[src/rtl/prio_intc_pkg.sv]
package prio_intc_pkg;

  // Strobes sent from the control unit to the datapath once per cycle
  typedef struct packed {
    logic loadIdx;  // capture the current winner into the index register
    logic nmiDrop;  // the presented non-maskable request was acknowledged
    logic flush;    // standby: drop everything that is pending
  } strobe_t;

  localparam int unsigned NMI_INDEX = 0;

endpackage

[src/rtl/prio_intc_pick.sv]
// Returns the lowest set position of a hit vector.
module prio_intc_pick #(
  parameter int N     = 4,
  parameter int IDX_W = 3
) (
  input  logic [N-1:0]     hits,
  output logic             found,
  output logic [IDX_W-1:0] first
);

  always_comb begin
    found = 1'b0;
    first = '0;
    // Scan from the top down so that the lowest set position is written last
    for (int i = N - 1; i >= 0; i--) begin
      if (hits[i]) begin
        found = 1'b1;
        first = IDX_W'(i);
      end
    end
  end

endmodule

[src/rtl/prio_intc_dp.sv]
module prio_intc_dp
  import prio_intc_pkg::*;
#(
  parameter int NUM_EXT = 8,
  parameter int NUM_PER = 8,
  localparam int NUM_MSK = NUM_EXT + NUM_PER,
  localparam int IDX_W   = $clog2(NUM_MSK + 1)
) (
  input  logic               clk,
  input  logic               rstN,
  input  logic               nmiIn,
  input  logic [NUM_EXT-1:0] extReq,
  input  logic [NUM_EXT-1:0] extEn,
  input  logic [NUM_EXT-1:0] extLvl,
  input  logic [NUM_PER-1:0] perReq,
  input  logic [NUM_PER-1:0] perEn,
  input  logic [NUM_PER-1:0] perLvl,
  input  logic               modeSingle,
  input  logic               maskI,
  input  logic               maskUi,
  input  strobe_t            strb,
  output logic               anyWin,
  output logic               curIsNmi,
  output logic [IDX_W-1:0]   reqIdx
);

  localparam int NUM_TIER = 2;  // tier 1 = high level, tier 0 = low level

  logic [NUM_MSK-1:0] srcReq, srcEn, srcLvl;
  logic [NUM_MSK-1:0] tierHits [NUM_TIER];
  logic [NUM_TIER-1:0] tierFound;
  logic [IDX_W-1:0]   tierPos [NUM_TIER];
  logic               tierOpen [NUM_TIER];
  logic               nmiPrev, nmiPend;
  logic [IDX_W-1:0]   winIdx, idxReg;

  // Merge the external and peripheral lines into one source space
  // (external first, so external line k gets the lower position k)
  generate
    for (genvar e = 0; e < NUM_EXT; e++) begin : g_ext
      assign srcReq[e] = extReq[e];
      assign srcEn[e]  = extEn[e];
      assign srcLvl[e] = extLvl[e];
    end
    for (genvar p = 0; p < NUM_PER; p++) begin : g_per
      assign srcReq[NUM_EXT+p] = perReq[p];
      assign srcEn[NUM_EXT+p]  = perEn[p];
      assign srcLvl[NUM_EXT+p] = perLvl[p];
    end
  endgenerate

  // Which tiers the current mask bits let through
  always_comb begin
    tierOpen[0] = !maskI;
    tierOpen[1] = modeSingle ? !maskI : (!maskI || !maskUi);
  end

  generate
    for (genvar t = 0; t < NUM_TIER; t++) begin : g_tier
      for (genvar s = 0; s < NUM_MSK; s++) begin : g_src
        assign tierHits[t][s] = srcReq[s] && srcEn[s] && tierOpen[t] &&
                                (srcLvl[s] == t[0]);
      end
      prio_intc_pick #(.N(NUM_MSK), .IDX_W(IDX_W)) u_pick (
        .hits  (tierHits[t]),
        .found (tierFound[t]),
        .first (tierPos[t])
      );
    end
  endgenerate

  // Non-maskable latch: set on a rising edge; an edge in the same cycle
  // as the acknowledge survives it; standby clears it
  always_ff @(posedge clk or negedge rstN) begin
    if (!rstN) begin
      nmiPrev <= 1'b0;
      nmiPend <= 1'b0;
    end else begin
      nmiPrev <= nmiIn;
      if (strb.flush)
        nmiPend <= 1'b0;
      else if (nmiIn && !nmiPrev)
        nmiPend <= 1'b1;
      else if (strb.nmiDrop)
        nmiPend <= 1'b0;
    end
  end

  // Final ranking: the non-maskable request, then the high tier, then the low tier
  always_comb begin
    winIdx = IDX_W'(NMI_INDEX);
    if (!nmiPend) begin
      if (tierFound[1])
        winIdx = tierPos[1] + IDX_W'(1);
      else if (tierFound[0])
        winIdx = tierPos[0] + IDX_W'(1);
    end
  end

  assign anyWin = nmiPend || (|tierFound);

  always_ff @(posedge clk or negedge rstN) begin
    if (!rstN)
      idxReg <= '0;
    else if (strb.loadIdx)
      idxReg <= winIdx;
  end

  assign reqIdx   = idxReg;
  assign curIsNmi = (idxReg == IDX_W'(NMI_INDEX));

  AST_NMI_FIRST: assert property (@(posedge clk) disable iff (!rstN)
    strb.loadIdx && nmiPend |=> idxReg == IDX_W'(NMI_INDEX));

  AST_NMI_HELD: assert property (@(posedge clk) disable iff (!rstN)
    nmiPend && !strb.nmiDrop && !strb.flush |=> nmiPend);

endmodule

[src/rtl/prio_intc_ctrl.sv]
module prio_intc_ctrl
  import prio_intc_pkg::*;
(
  input  logic    clk,
  input  logic    rstN,
  input  logic    standby,
  input  logic    ack,
  input  logic    anyWin,
  input  logic    curIsNmi,
  output strobe_t strb,
  output logic    presenting
);

  // Two states: idle (arbitrating every cycle) or presenting (frozen)
  always_ff @(posedge clk or negedge rstN) begin
    if (!rstN)
      presenting <= 1'b0;
    else if (standby)
      presenting <= 1'b0;
    else if (presenting)
      presenting <= !ack;
    else
      presenting <= anyWin;
  end

  always_comb begin
    strb.flush   = standby;
    strb.loadIdx = !standby && !presenting && anyWin;
    strb.nmiDrop = !standby && presenting && ack && curIsNmi;
  end

  AST_FLUSH_QUIET: assert property (@(posedge clk) disable iff (!rstN)
    standby |=> !presenting);

  AST_ACK_DROP: assert property (@(posedge clk) disable iff (!rstN)
    presenting && ack |=> !presenting);

endmodule

[src/rtl/prio_intc.sv]
module prio_intc
  import prio_intc_pkg::*;
#(
  parameter int NUM_EXT = 8,
  parameter int NUM_PER = 8
) (
  input  logic                                   clk,
  input  logic                                   rstN,
  input  logic                                   standby,
  input  logic                                   nmiIn,
  input  logic [NUM_EXT-1:0]                     extReq,
  input  logic [NUM_EXT-1:0]                     extEn,
  input  logic [NUM_EXT-1:0]                     extLvl,
  input  logic [NUM_PER-1:0]                     perReq,
  input  logic [NUM_PER-1:0]                     perEn,
  input  logic [NUM_PER-1:0]                     perLvl,
  input  logic                                   modeSingle,
  input  logic                                   maskI,
  input  logic                                   maskUi,
  input  logic                                   ack,
  output logic                                   reqValid,
  output logic [$clog2(NUM_EXT+NUM_PER+1)-1:0]   reqIdx
);

  strobe_t strb;
  logic    anyWin, curIsNmi;

  prio_intc_ctrl u_ctrl (
    .clk        (clk),
    .rstN       (rstN),
    .standby    (standby),
    .ack        (ack),
    .anyWin     (anyWin),
    .curIsNmi   (curIsNmi),
    .strb       (strb),
    .presenting (reqValid)
  );

  prio_intc_dp #(.NUM_EXT(NUM_EXT), .NUM_PER(NUM_PER)) u_dp (
    .clk        (clk),
    .rstN       (rstN),
    .nmiIn      (nmiIn),
    .extReq     (extReq),
    .extEn      (extEn),
    .extLvl     (extLvl),
    .perReq     (perReq),
    .perEn      (perEn),
    .perLvl     (perLvl),
    .modeSingle (modeSingle),
    .maskI      (maskI),
    .maskUi     (maskUi),
    .strb       (strb),
    .anyWin     (anyWin),
    .curIsNmi   (curIsNmi),
    .reqIdx     (reqIdx)
  );

  AST_IDX_HOLD: assert property (@(posedge clk) disable iff (!rstN)
    reqValid && !ack && !standby |=> reqValid && $stable(reqIdx));

  AST_ALL_MASKED: assert property (@(posedge clk) disable iff (!rstN)
    $rose(reqValid) && $past(maskI) && ($past(modeSingle) || $past(maskUi))
      |-> reqIdx == '0);

endmodule

[config.mk]
export PLATFORM = sky130hd
export DESIGN_NAME = prio_intc
export DESIGN_NICKNAME = d
export VERILOG_FILES = /design/src/rtl/prio_intc_pkg.sv /design/src/rtl/prio_intc_pick.sv /design/src/rtl/prio_intc_dp.sv /design/src/rtl/prio_intc_ctrl.sv /design/src/rtl/prio_intc.sv
export SDC_FILE = /design/constraint.sdc
export NUM_CORES = 1
export LEC_CHECK = 0
export ABC_AREA = 1
export ABC_CLOCK_PERIOD_IN_PS = 1500
export BUFFER_PORTS_ARGS = -buffer_cell sky130_fd_sc_hd__buf_2
export CAP_MARGIN = 10
export CORE_MARGIN = 2
export CORE_UTILIZATION = 50
export DETAILED_ROUTE_END_ITERATION = 8
export PLACE_DENSITY = 0.87
export SYNTH_ARGS = -nofsm -noshare
export SYNTH_HDL_FRONTEND = slang
export SYNTH_SLANG_ARGS = --single-unit
[constraint.sdc]
create_clock -name clk -period 1.5 [get_ports clk]
set_input_delay 0.15 -clock clk [delete_from_list [all_inputs] [get_ports clk]]
set_output_delay 0.15 -clock clk [all_outputs]
set_load 0.01 [all_outputs]
==> key figures, run 1 <==
Outcome
  • Status: finished, violations left
  • Failing checks: setup timing

Detailed routing
  • ANT nets after route: 0
  • Top sig layer: met4
  • Drt drc: 0
  • Initial drt markers: 79
  • Vias/cell: 5.28
  • Met1 wire length: 1800 µm
  • Via count: 1933
  • TritonRoute pass-1 iters: 5
  • Routed wl met2: 2410 µm
  • Met3 Routed Length: 340 µm
  • Post-Route WL: 4550 µm
  • Wire per inst: 12.4 µm

Finish
  • Most frequent cells in the layout: 83 x nand2_1, 58 x buf_2, 40 x buf_4
  • Area Overhead vs Synth: 68.4%
  • Non-Filler Instances: 366
  • Post-route cell area: 2090 µm²
  • Most common cell after layout, fill and taps aside: nand2_1
  • Share of layout cells above drive strength 1: 0.446
  • Antenna diodes: 0
  • Post-layout nets: 396

Synthesis
  • Synthesized flop and latch total: 8
  • XOR/XNOR Fraction of Synth Area: 0
  • Post-Synthesis Cells: 230
  • Post-synthesis sequential area ratio: 0.161
  • Largest cells by area after synthesis: nand2_1 26%, dfrtp_1 16%, inv_1 12%, nand3_1 6.8%, nor2_1 6.6%
  • Post-synthesis mux area share: 0
  • Mapped cell area: 1240 µm²
  • Largest family of logic cells by synthesized area: simple AND/OR/NAND/NOR gates
  • Syn Area/Cell: 5.40 µm²
  • YS warnings: 0
  • Top-area cell type share of the netlist area: 0.260
  • Syn Nets: 288
  • Simple-gate share of the synthesized area: 0.554
  • Synth cell types: 29
  • Post-Synth Adder-Cell Area: 0.0201
  • Compound-Gate Fraction of Synth Area: 0.123
  • Synth area leader: nand2_1

Timing
  • Hold Vio Cnt, Final: 0
  • Period Utilization, post-route: 1.22
  • Fmax: 545 MHz
  • Final number of max-transition violations: 0
  • Shortest period the worst path allows: 1.84 ns
  • Worst slew margin relative to its limit: 0.727
  • RSZ-0062 raised after global routing: yes
  • Final worst slack: -0.336 ns
  • Slew at the pin with the worst max-slew slack: 0.405 ns
  • Clock Skews: 0.000229 ns
  • # setup viols final: 6
  • Setup tns final: -1.17 ns

Setup path
  • Reg-to-Reg End: u_dp.reqIdx[3]$_DFFE_PN0P_
  • CP max stage delay: 0.23 ns
  • Crit-path cells: buf_2, buf_4, nand3_2, buf_4, buf_4, nand2_1, o21ai_0, nand2_1, nand2_1, nand2_1, a21oi_1, ha_4, nand3_2, o21ai_1, nand2_1, o21ai_1
  • CP required: 1.68 ns
  • Cells on worst reg2reg path: 7
  • Arrival time at the worst endpoint: 2.01 ns
  • CP Launch Type: primary input
  • Origin of the critical flop-to-flop path: u_ctrl.presenting$_DFF_PN0_
  • CP Class: primary input to register
  • Slowest-stage cell, CP: a21oi_1
  • Reg2Reg Setup Slack: 0.32 ns
  • Most used cell, CP: nand2_1
  • Crit path max fanout: 2
  • CP endpoint kind: register

Power and ir drop
  • Peak supply drop: 0.916 mV
  • Total power draw: 0.00126 W
  • Leakage: 1.26 nW
  • Pwr dens: 604 nW/µm²

Die
  • Initial Utilization: 0.516
  • Die Wd: 53.9 µm
  • Site row count: 18
  • IO Pins: 62
  • Die area: 2900 µm²
  • Die Ht: 53.9 µm
  • Core area: 2410 µm²

Global routing
  • Global-route wire length before repair: 6510 µm
  • Antenna violations before repair: 0
  • Vias in the first global route: 1686
  • Grt total ovfl: 0
  • Total Routing Usage GR: 0.302
  • Largest net degree at the start of global routing: 10

CTS
  • CTS max path bufs: 2
  • TritonCTS clock tree: yes
  • Worst-Skew Late Latency: 0.25 ns
  • Num CTS Buffers: 3
  • Clk root buf: clkbuf_4
  • CTS clk-pin slew, worst paths: 0.05 ns
  • Clock sink total: 8
  • # H-tree levels: 1

Place
  • Buffers on Ports: 61
  • Placed cells: 356
  • GPL Wtd Cong: 0.907
  • Placed inst area: 1870 µm²
  • Post-DP HPWL: 3160 µm
  • Pre-CTS setup slack: -0.634 ns

Flow run
  • Max Cap Violations: 0

Worst hold path
  • Hold Path Class: primary input to register
  • HP Start: nmiIn
  • End of the worst hold path: u_dp.nmiPrev$_DFF_PN0_
  • Hold path depth: 1
==> cell type report <==
class | instances | area (µm²)
multi-input cells | 179 | 997
clock buffers | 3 | 22.5
repair buffers | 104 | 673
inverters | 42 | 161
fillers | 143 | 318
well taps | 30 | 37.5
flip-flops and latches | 8 | 200
==> report_power, final <==
group / internal, W / switching (W) / leakage, nW
registers: 0.000267 / 0.0000376 / 0.101
clock network: 0.0000914 / 0.0000713 / 0.0138
logic: 0.000373 / 0.000423 / 1.14
==> repair_timing <==
| action | CTS | global route |
|---|---|---|
| hold buffers | 1 | 0 |
| gates cloned | 1 | 0 |
| setup buffers | 1 | 4 |
| setup endpoints to repair | 6 | 6 |
| hold endpoints to repair | 8 | 0 |
| pin swaps | 6 | 1 |
| resized for setup | 20 | 18 |
==> critical path: cells and delay by family <==
family,cells,cell delay [ns]
adder cells (fa/ha/maj),1,0.19
AO/OA/AOI/OAI,4,0.71
AND/OR/NAND/NOR,7,0.54
buffers and inverters,4,0.41
==> kinds of logic (layout without fill, tap and decap cells) <==
group / after synthesis / after routing
and+or+nand+nor: 153 / 153
AOI/OAI and AO/OA: 23 / 24
adders and majority gates: 2 / 2
buffers and inverters: 44 / 149
DFF: 8 / 8
==> per-stage QoR <==
stage,hold slack (ns),util
final,0.0193,0.868
after global routing,0.0136,0.868
after CTS,0.0104,0.828
after detailed placement,-0.00241,0.777
after global placement,-0.00327,0.777
after floorplan,-0.146,-
==> per-layer routing <==
layer  vias to the layer above  global-route usage
met5                         -                   0
met4                         0              0.0256
met3                         2              0.0611
met2                        87               0.569
met1                       890               0.360
li1                        954                   -
==> worst max path at each step <==
| stage | from | end |
|---|---|---|
| after floorplan | maskUi | u_dp.reqIdx[1]$_DFFE_PN0P_ |
| after global placement | maskUi | u_dp.reqIdx[1]$_DFFE_PN0P_ |
| after detailed placement | maskUi | u_dp.reqIdx[3]$_DFFE_PN0P_ |
| after CTS | modeSingle | u_dp.reqIdx[4]$_DFFE_PN0P_ |
| after global routing | modeSingle | u_dp.reqIdx[4]$_DFFE_PN0P_ |
| final | perLvl[5] | u_dp.reqIdx[4]$_DFFE_PN0P_ |
==> sequential cells by signal, indices dropped and copies added (netlist names) <==
register and count:
u_dp.reqIdx 5, u_ctrl.presenting 1, u_dp.nmiPend 1, u_dp.nmiPrev 1
==> cell usage after synthesis, drive strengths merged <==
master / instances
a22oi: 1
a21boi: 1
nor3: 9
o211ai: 1
inv: 42
o21ai: 7
nor4: 1
a31oi: 2
o31ai: 3
ha: 2
dfrtp: 8
nand4: 9
a31o: 1
o22ai: 1
nand3: 19
buf: 2
a21oi: 6
nor2: 25
nand2: 90
No activity file was read; power rests on OpenSTA's default activity.
==> inputs of run 2 (changes only) <==
Settings changed: CELL_PAD_IN_SITES_DETAIL_PLACEMENT set to 1, CELL_PAD_IN_SITES_GLOBAL_PLACEMENT set to 1, CORE_UTILIZATION 50 to 31, PLACE_DENSITY 0.87 to not set, PLACE_DENSITY_LB_ADDON set to 0.25.
==> run 2 against run 1 <==
  * The run still ends with setup timing left
  * Sequential power increased by 3%
  * Worst setup slack worse by 0.016 ns
  * Combinational power up 20%
  * Critical path type unchanged
==> key figures, run 2 (synthesized netlist as in run 1, its figures left out) <==
Outcome
  • Status: finished, violations left
  • Failing checks: setup timing

Global routing
  • Vias in the first global route: 1988
  • Antenna violations before repair: 0
  • Global-route wire length before repair: 8630 µm
  • Grt total ovfl: 0
  • Largest net degree at the start of global routing: 10
  • Total Routing Usage GR: 0.249

Timing
  • Fmax: 540 MHz
  • Setup tns final: -1.58 ns
  • Worst slew margin relative to its limit: 0.765
  • Clock Skews: 0.00611 ns
  • Hold Vio Cnt, Final: 0
  • Period Utilization, post-route: 1.23
  • Slew at the pin with the worst max-slew slack: 0.351 ns
  • Final worst slack: -0.352 ns
  • Shortest period the worst path allows: 1.85 ns
  • RSZ-0062 raised after global routing: yes
  • Final number of max-transition violations: 0
  • Hold slack: 0.0430 ns
  • # setup viols final: 6

CTS
  • # H-tree levels: 1
  • CTS max path bufs: 2
  • Worst-Skew Late Latency: 0.24 ns
  • TritonCTS clock tree: yes
  • Clock sink total: 8
  • CTS clk-pin slew, worst paths: 0.05 ns
  • Clk root buf: clkbuf_8
  • Num CTS Buffers: 3

Power and ir drop
  • Leakage: 1.32 nW
  • Pwr dens: 659 nW/µm²
  • Clk pwr share: 0.174
  • Share of power burned in registers: 0.204
  • Sw power: 0.000655 W
  • Sw frac: 0.426
  • Comb pwr share: 0.622
  • Peak supply drop: 0.221 mV
  • Internal: 0.000882 W

Setup path
  • CP Launch Type: primary input
  • Reg2Reg Setup Slack: 0.23 ns
  • Cells on worst reg2reg path: 5
  • Crit path from: maskUi
  • Origin of the critical flop-to-flop path: u_dp.nmiPend$_DFFE_PN0P_
  • CP Class: primary input to register
  • Arrival time at the worst endpoint: 1.96 ns
  • Reg-to-Reg End: u_dp.reqIdx[1]$_DFFE_PN0P_
  • CP required: 1.61 ns
  • CP Capture Point: u_dp.reqIdx[1]$_DFFE_PN0P_
  • Crit path max fanout: 6
  • CP endpoint kind: register

Die
  • Die Ht: 67.3 µm
  • Die Wd: 67.3 µm
  • Die area: 4530 µm²
  • IO Pins: 62
  • Initial Utilization: 0.317
  • Core area: 3910 µm²
  • Site row count: 23

Place
  • Buffers on Ports: 61
  • Placed cells: 376
  • Post-DP HPWL: 4170 µm
  • GPL Wtd Cong: 0.829

Detailed routing
  • Via count: 1989
  • Initial drt markers: 97
  • ANT nets after route: 0
  • TritonRoute pass-1 iters: 4
  • Vias/cell: 5.06
  • Post-Route WL: 5940 µm
  • Drt drc: 0
  • Wire per inst: 15.1 µm

Finish
  • Antenna diodes: 0
  • Most frequent cells in the layout: 75 x nand2_1, 58 x buf_2, 48 x buf_4
  • Post-layout nets: 403
  • Share of layout cells above drive strength 1: 0.534
  • Area Overhead vs Synth: 87.8%
  • Max reg flops: 5
  • Most common cell after layout, fill and taps aside: nand2_1
  • Share of the core filled with cells: 0.596
  • Non-Filler Instances: 393

Worst hold path
  • Hold Path Class: primary input to register
  • HP Start: nmiIn
  • Hold path depth: 1

Flow run
  • Max Cap Violations: 0
## run 2: changes by cell type in the layout (fill, tap and decap cells not counted), sizes merged
cell      delta
inv          +1
clkinvlp     -1
buf          +7
## run 2: worst max-delay path, stage by stage
cell	delay (ns)
buf_8	0.10
o21ai_4	0.21
buf_4	0.18
inv_8	0.05
nor3_2	0.16
inv_1	0.06
nand2_1	0.06
nand2_1	0.05
nand2_1	0.05
nand2_1	0.04
nand2_1	0.07
nand2_2	0.08
a21boi_4	0.16
ha_4	0.22
a22oi_2	0.19
o22ai_1	0.11
## run 2: per-stage QoR
stage | power, W | setup WS, ns | cell area (µm²)
final | 0.00154 | -0.352 | 2330
after global placement | 0.000990 | -0.565 | 1900
after detailed placement | 0.00103 | -0.685 | 1900
after floorplan | 0.000677 | -0.328 | 1270
after global routing | 0.00165 | -0.486 | 2330
after CTS | 0.00141 | -0.291 | 2170
## run 2: power groups by stage
stage | combinational, W | sequential (W) | clock (W)
after floorplan | 0.000351 | 0.000326 | 0
after global placement | 0.000683 | 0.000307 | 0
after detailed placement | 0.000714 | 0.000311 | 0
after CTS | 0.000822 | 0.000310 | 0.000274
after global routing | 0.00104 | 0.000321 | 0.000294
final | 0.000955 | 0.000314 | 0.000268
## run 2: timing repair
action	CTS	global route
endpoints found under the hold margin	8	0
hold buffers	1	0
cloned	1	0
buffers inserted	6	6
setup endpoints to repair	6	6
gates resized for setup	45	32
pin swaps	9	10
## run 2: routing by layer
layer,vias to the layer above,GRT usage,routed length (µm)
li1,965,-,-
met1,943,0.259,2260
met2,61,0.512,3280
met3,20,0.0267,182
met4,0,0.0689,213
met5,-,0,0
## run 2: worst min-delay path by stage
stage                                  end
3_3_place_gp    u_dp.reqIdx[2]$_DFFE_PN0P_
3_5_place_dp    u_dp.reqIdx[2]$_DFFE_PN0P_
5_1_grt             u_dp.nmiPrev$_DFF_PN0_
2_1_floorplan  u_ctrl.presenting$_DFF_PN0_
4_1_cts             u_dp.nmiPrev$_DFF_PN0_
6_report            u_dp.nmiPrev$_DFF_PN0_
## run 2: cell type report
type	instances	area, µm²
fill	567	1580
multi-input combinational	179	1140
timing repair buffer	111	717
sequential	8	200
inverter	42	168
tap	50	62.6
clock buffer	3	41.3
==> inputs of run 3 (changes only) <==
Settings changed: ABC_AREA 1 to not set, CORE_MARGIN 2 to not set, CORE_UTILIZATION 31 to 34.
==> run 3 against run 2 <==
  * The run still ends with setup timing left
  * Clock power fell by 28%
  * Sequential share of layout area is 0.21 points higher
  * Clock-buffer cell count unchanged
  * Sequential power hardly changed
  * Global-route usage grew 18 points
  * Sequential cell count did not move
  * Core utilization grew 7.6 points
  * First-iteration DRC count increased by 130%
  * Fmax is 34% lower
  * Design area decreased by 2.4%
  * Worst hold slack got worse by 0.031 ns
  * Critical path type unchanged
  * Largest cell class unchanged
  * Highest routed layer unchanged
==> key figures, run 3 <==
Outcome
  • Status: finished, violations left
  • Failing checks: setup timing

Global routing
  • Global-route wire length before repair: 12600 µm
  • Total Routing Usage GR: 0.428
  • Largest net degree at the start of global routing: 9
  • Grt total ovfl: 0
  • Vias in the first global route: 2428
  • Antenna violations before repair: 0

Detailed routing
  • Drt drc: 0
  • ANT nets after route: 0
  • Initial drt markers: 223
  • Post-Route WL: 9410 µm
  • TritonRoute pass-1 iters: 4
  • Wire per inst: 27.9 µm
  • Via count: 2276
  • Vias/cell: 6.75

CTS
  • CTS max path bufs: 2
  • Worst-Skew Late Latency: 0.28 ns
  • TritonCTS clock tree: yes
  • Num CTS Buffers: 3
  • CTS clk-pin slew, worst paths: 0.07 ns
  • # H-tree levels: 1
  • Clk root buf: clkbuf_4
  • Clock sink total: 8

Die
  • Core area: 3390 µm²
  • Die area: 3870 µm²
  • IO Pins: 62
  • Die Wd: 62.2 µm
  • Initial Utilization: 0.363
  • Die Ht: 62.2 µm
  • Site row count: 21

Setup path
  • WP buf/inv: 3
  • Crit path max fanout: 8
  • CP required: 1.71 ns
  • Cell family with most CP delay: simple AND/OR/NAND/NOR gates
  • Crit-path cells: buf_8, buf_4, nor4bb_1, buf_4, nor2_1, o31ai_2, a211oi_1, nor3_1, ha_2, nand2_2, nor4_4, a21oi_1, or4_1, o21ai_2
  • CP endpoint kind: register
  • CP Launch Type: primary input
  • Slowest-stage cell, CP: nor4bb_1
  • CP max stage delay: 0.61 ns
  • Arrival time at the worst endpoint: 3.03 ns
  • CP Class: primary input to register
  • Most used cell, CP: buf_4

Timing
  • Clock Skews: 0.0139 ns
  • # setup viols final: 7
  • RSZ-0062 raised after global routing: yes
  • Fmax: 355 MHz
  • Hold Vio Cnt, Final: 0
  • Shortest period the worst path allows: 2.82 ns
  • Slew at the pin with the worst max-slew slack: 0.683 ns
  • Period Utilization, post-route: 1.88
  • Final worst slack: -1.32 ns
  • Worst slew margin relative to its limit: 0.538
  • Final number of max-transition violations: 0

Finish
  • Most frequent cells in the layout: 65 x buf_4, 60 x buf_2, 21 x nand2_1
  • Antenna diodes: 0
  • Area Overhead vs Synth: 85.0%
  • Post-route cell area: 2280 µm²
  • Max reg flops: 5
  • Share of layout cells above drive strength 1: 0.546
  • Post-layout nets: 351
  • Fillers: 424
  • Most common cell after layout, fill and taps aside: buf_4
  • Share of the core filled with cells: 0.672

Synthesis
  • Post-Synthesis Cells: 160
  • Syn Nets: 218
  • Number of flops mapped to enable cells by yosys: 0
  • Most frequent cell after synthesis: nand2_1
  • Synth area leader: dfrtp_1
  • Syn Area/Cell: 7.69 µm²
  • Synth cell types: 52
  • Prevailing post-synth register cell: dfrtp_1
  • Mapped cell area: 1230 µm²
  • Top-area cell type share of the netlist area: 0.163
  • Post-synthesis sequential area ratio: 0.163
  • Synthesized flop and latch total: 8
  • Ys async rst share: 1.00
  • Post-synth top cells: 22 x nand2_1, 17 x nand3_1, 9 x nor2_1, 8 x dfrtp_1, 8 x nor3_1
  • YS warnings: 0
  • Largest cells by area after synthesis: dfrtp_1 16%, nand3_1 6.9%, nand2_1 6.7%, and4bb_1 6.1%, nor4bb_1 4.1%

Power and ir drop
  • Comb pwr share: 0.661
  • Clk pwr share: 0.129
  • Total power draw: 0.00149 W
  • Peak supply drop: 0.239 mV
  • Pwr dens: 654 nW/µm²
  • Sw frac: 0.457
  • Leakage: 1.13 nW
  • Share of power burned in registers: 0.210
  • Internal: 0.000810 W
  • Sw power: 0.000681 W

Place
  • Post-DP HPWL: 5080 µm
  • Buffers on Ports: 61
  • Placed inst area: 2030 µm²
  • GPL Wtd Cong: 0.925

Flow run
  • Max Cap Violations: 0

Worst hold path
  • Hold Path Class: primary input to register
## run 3: cell count changes after synthesis, moves of 5 or more
cell,delta
nand2_1,-64
inv_1,-39
nor2_1,-13
and4bb_1,+6
nand2b_1,+6
nor4bb_1,+5
## run 3: per-layer routing
metal	share of wire	wire length (µm)	GRT usage
met2	0.47	4440	0.782
met3	0.080	754	0.0809
met4	0.12	1090	0.346
met5	0	0	0
met1	0.33	3130	0.417
## run 3: timing repair
item	CTS	global route
hold buffers	1	0
endpoints found under the setup margin	6	7
resized for setup	18	11
gates cloned	1	0
endpoints found under the hold margin	8	0
setup buffers	9	1
pin swaps	8	1
## run 3: layout make-up
type,instances,area (µm²),share of cell area
clock buffers,3,22.5,0.00989
inverters,1,3.75,0.00165
multi-input cells,148,1130,0.498
flip-flops and latches,8,200,0.0879
well taps,46,57.6,0.0253
repair buffers,131,858,0.377
## run 3: path summary, 6_finish.rpt
path	endpoint	slack, ns	cells past startpoint	start
max	u_dp.reqIdx[4]$_DFFE_PN0P_	-1.32	14	maskI
min	u_dp.nmiPrev$_DFF_PN0_	0.01	1	nmiIn
max reg2reg	u_dp.nmiPend$_DFFE_PN0P_	-0.09	3	u_dp.reqIdx[1]$_DFFE_PN0P_
min reg2reg	u_dp.nmiPend$_DFFE_PN0P_	0.57	2	u_dp.nmiPrev$_DFF_PN0_
max in group asynchronous	u_dp.nmiPend$_DFFE_PN0P_	1.05	2	rstN
min in group asynchronous	u_dp.reqIdx[1]$_DFFE_PN0P_	0.25	2	rstN
## run 3: cell families (layout without fill, tap and decap cells)
group           Yosys count  after routing  synth area share
mux                       2              2            0.0163
compound gates           39             39             0.247
flops                     8              8             0.163
simple gates            105            105             0.535
fa+ha+maj                 2              2            0.0203
buf+inv                   4            135            0.0193
## run 3: stage by stage
step	std cells	setup slack (ns)	setup TNS [ns]	hold slack [ns]
after floorplan	160	-1.06	-3.85	-0.146
after detailed placement	323	-1.35	-6.39	0.00728
final	337	-1.32	-6.24	0.0118
after CTS	336	-0.952	-4.50	0.0230
after global routing	337	-1.38	-6.39	0.00398
after global placement	323	-1.17	-5.73	-0.00879
## run 3: power by group through the flow
stage               logic (W)  registers, W  clock network (W)
CTS                  0.000796      0.000297           0.000164
finish               0.000985      0.000313           0.000192
global route          0.00101      0.000312           0.000206
detailed placement   0.000726      0.000301                  0
global placement     0.000676      0.000294                  0
floorplan            0.000318      0.000314                  0
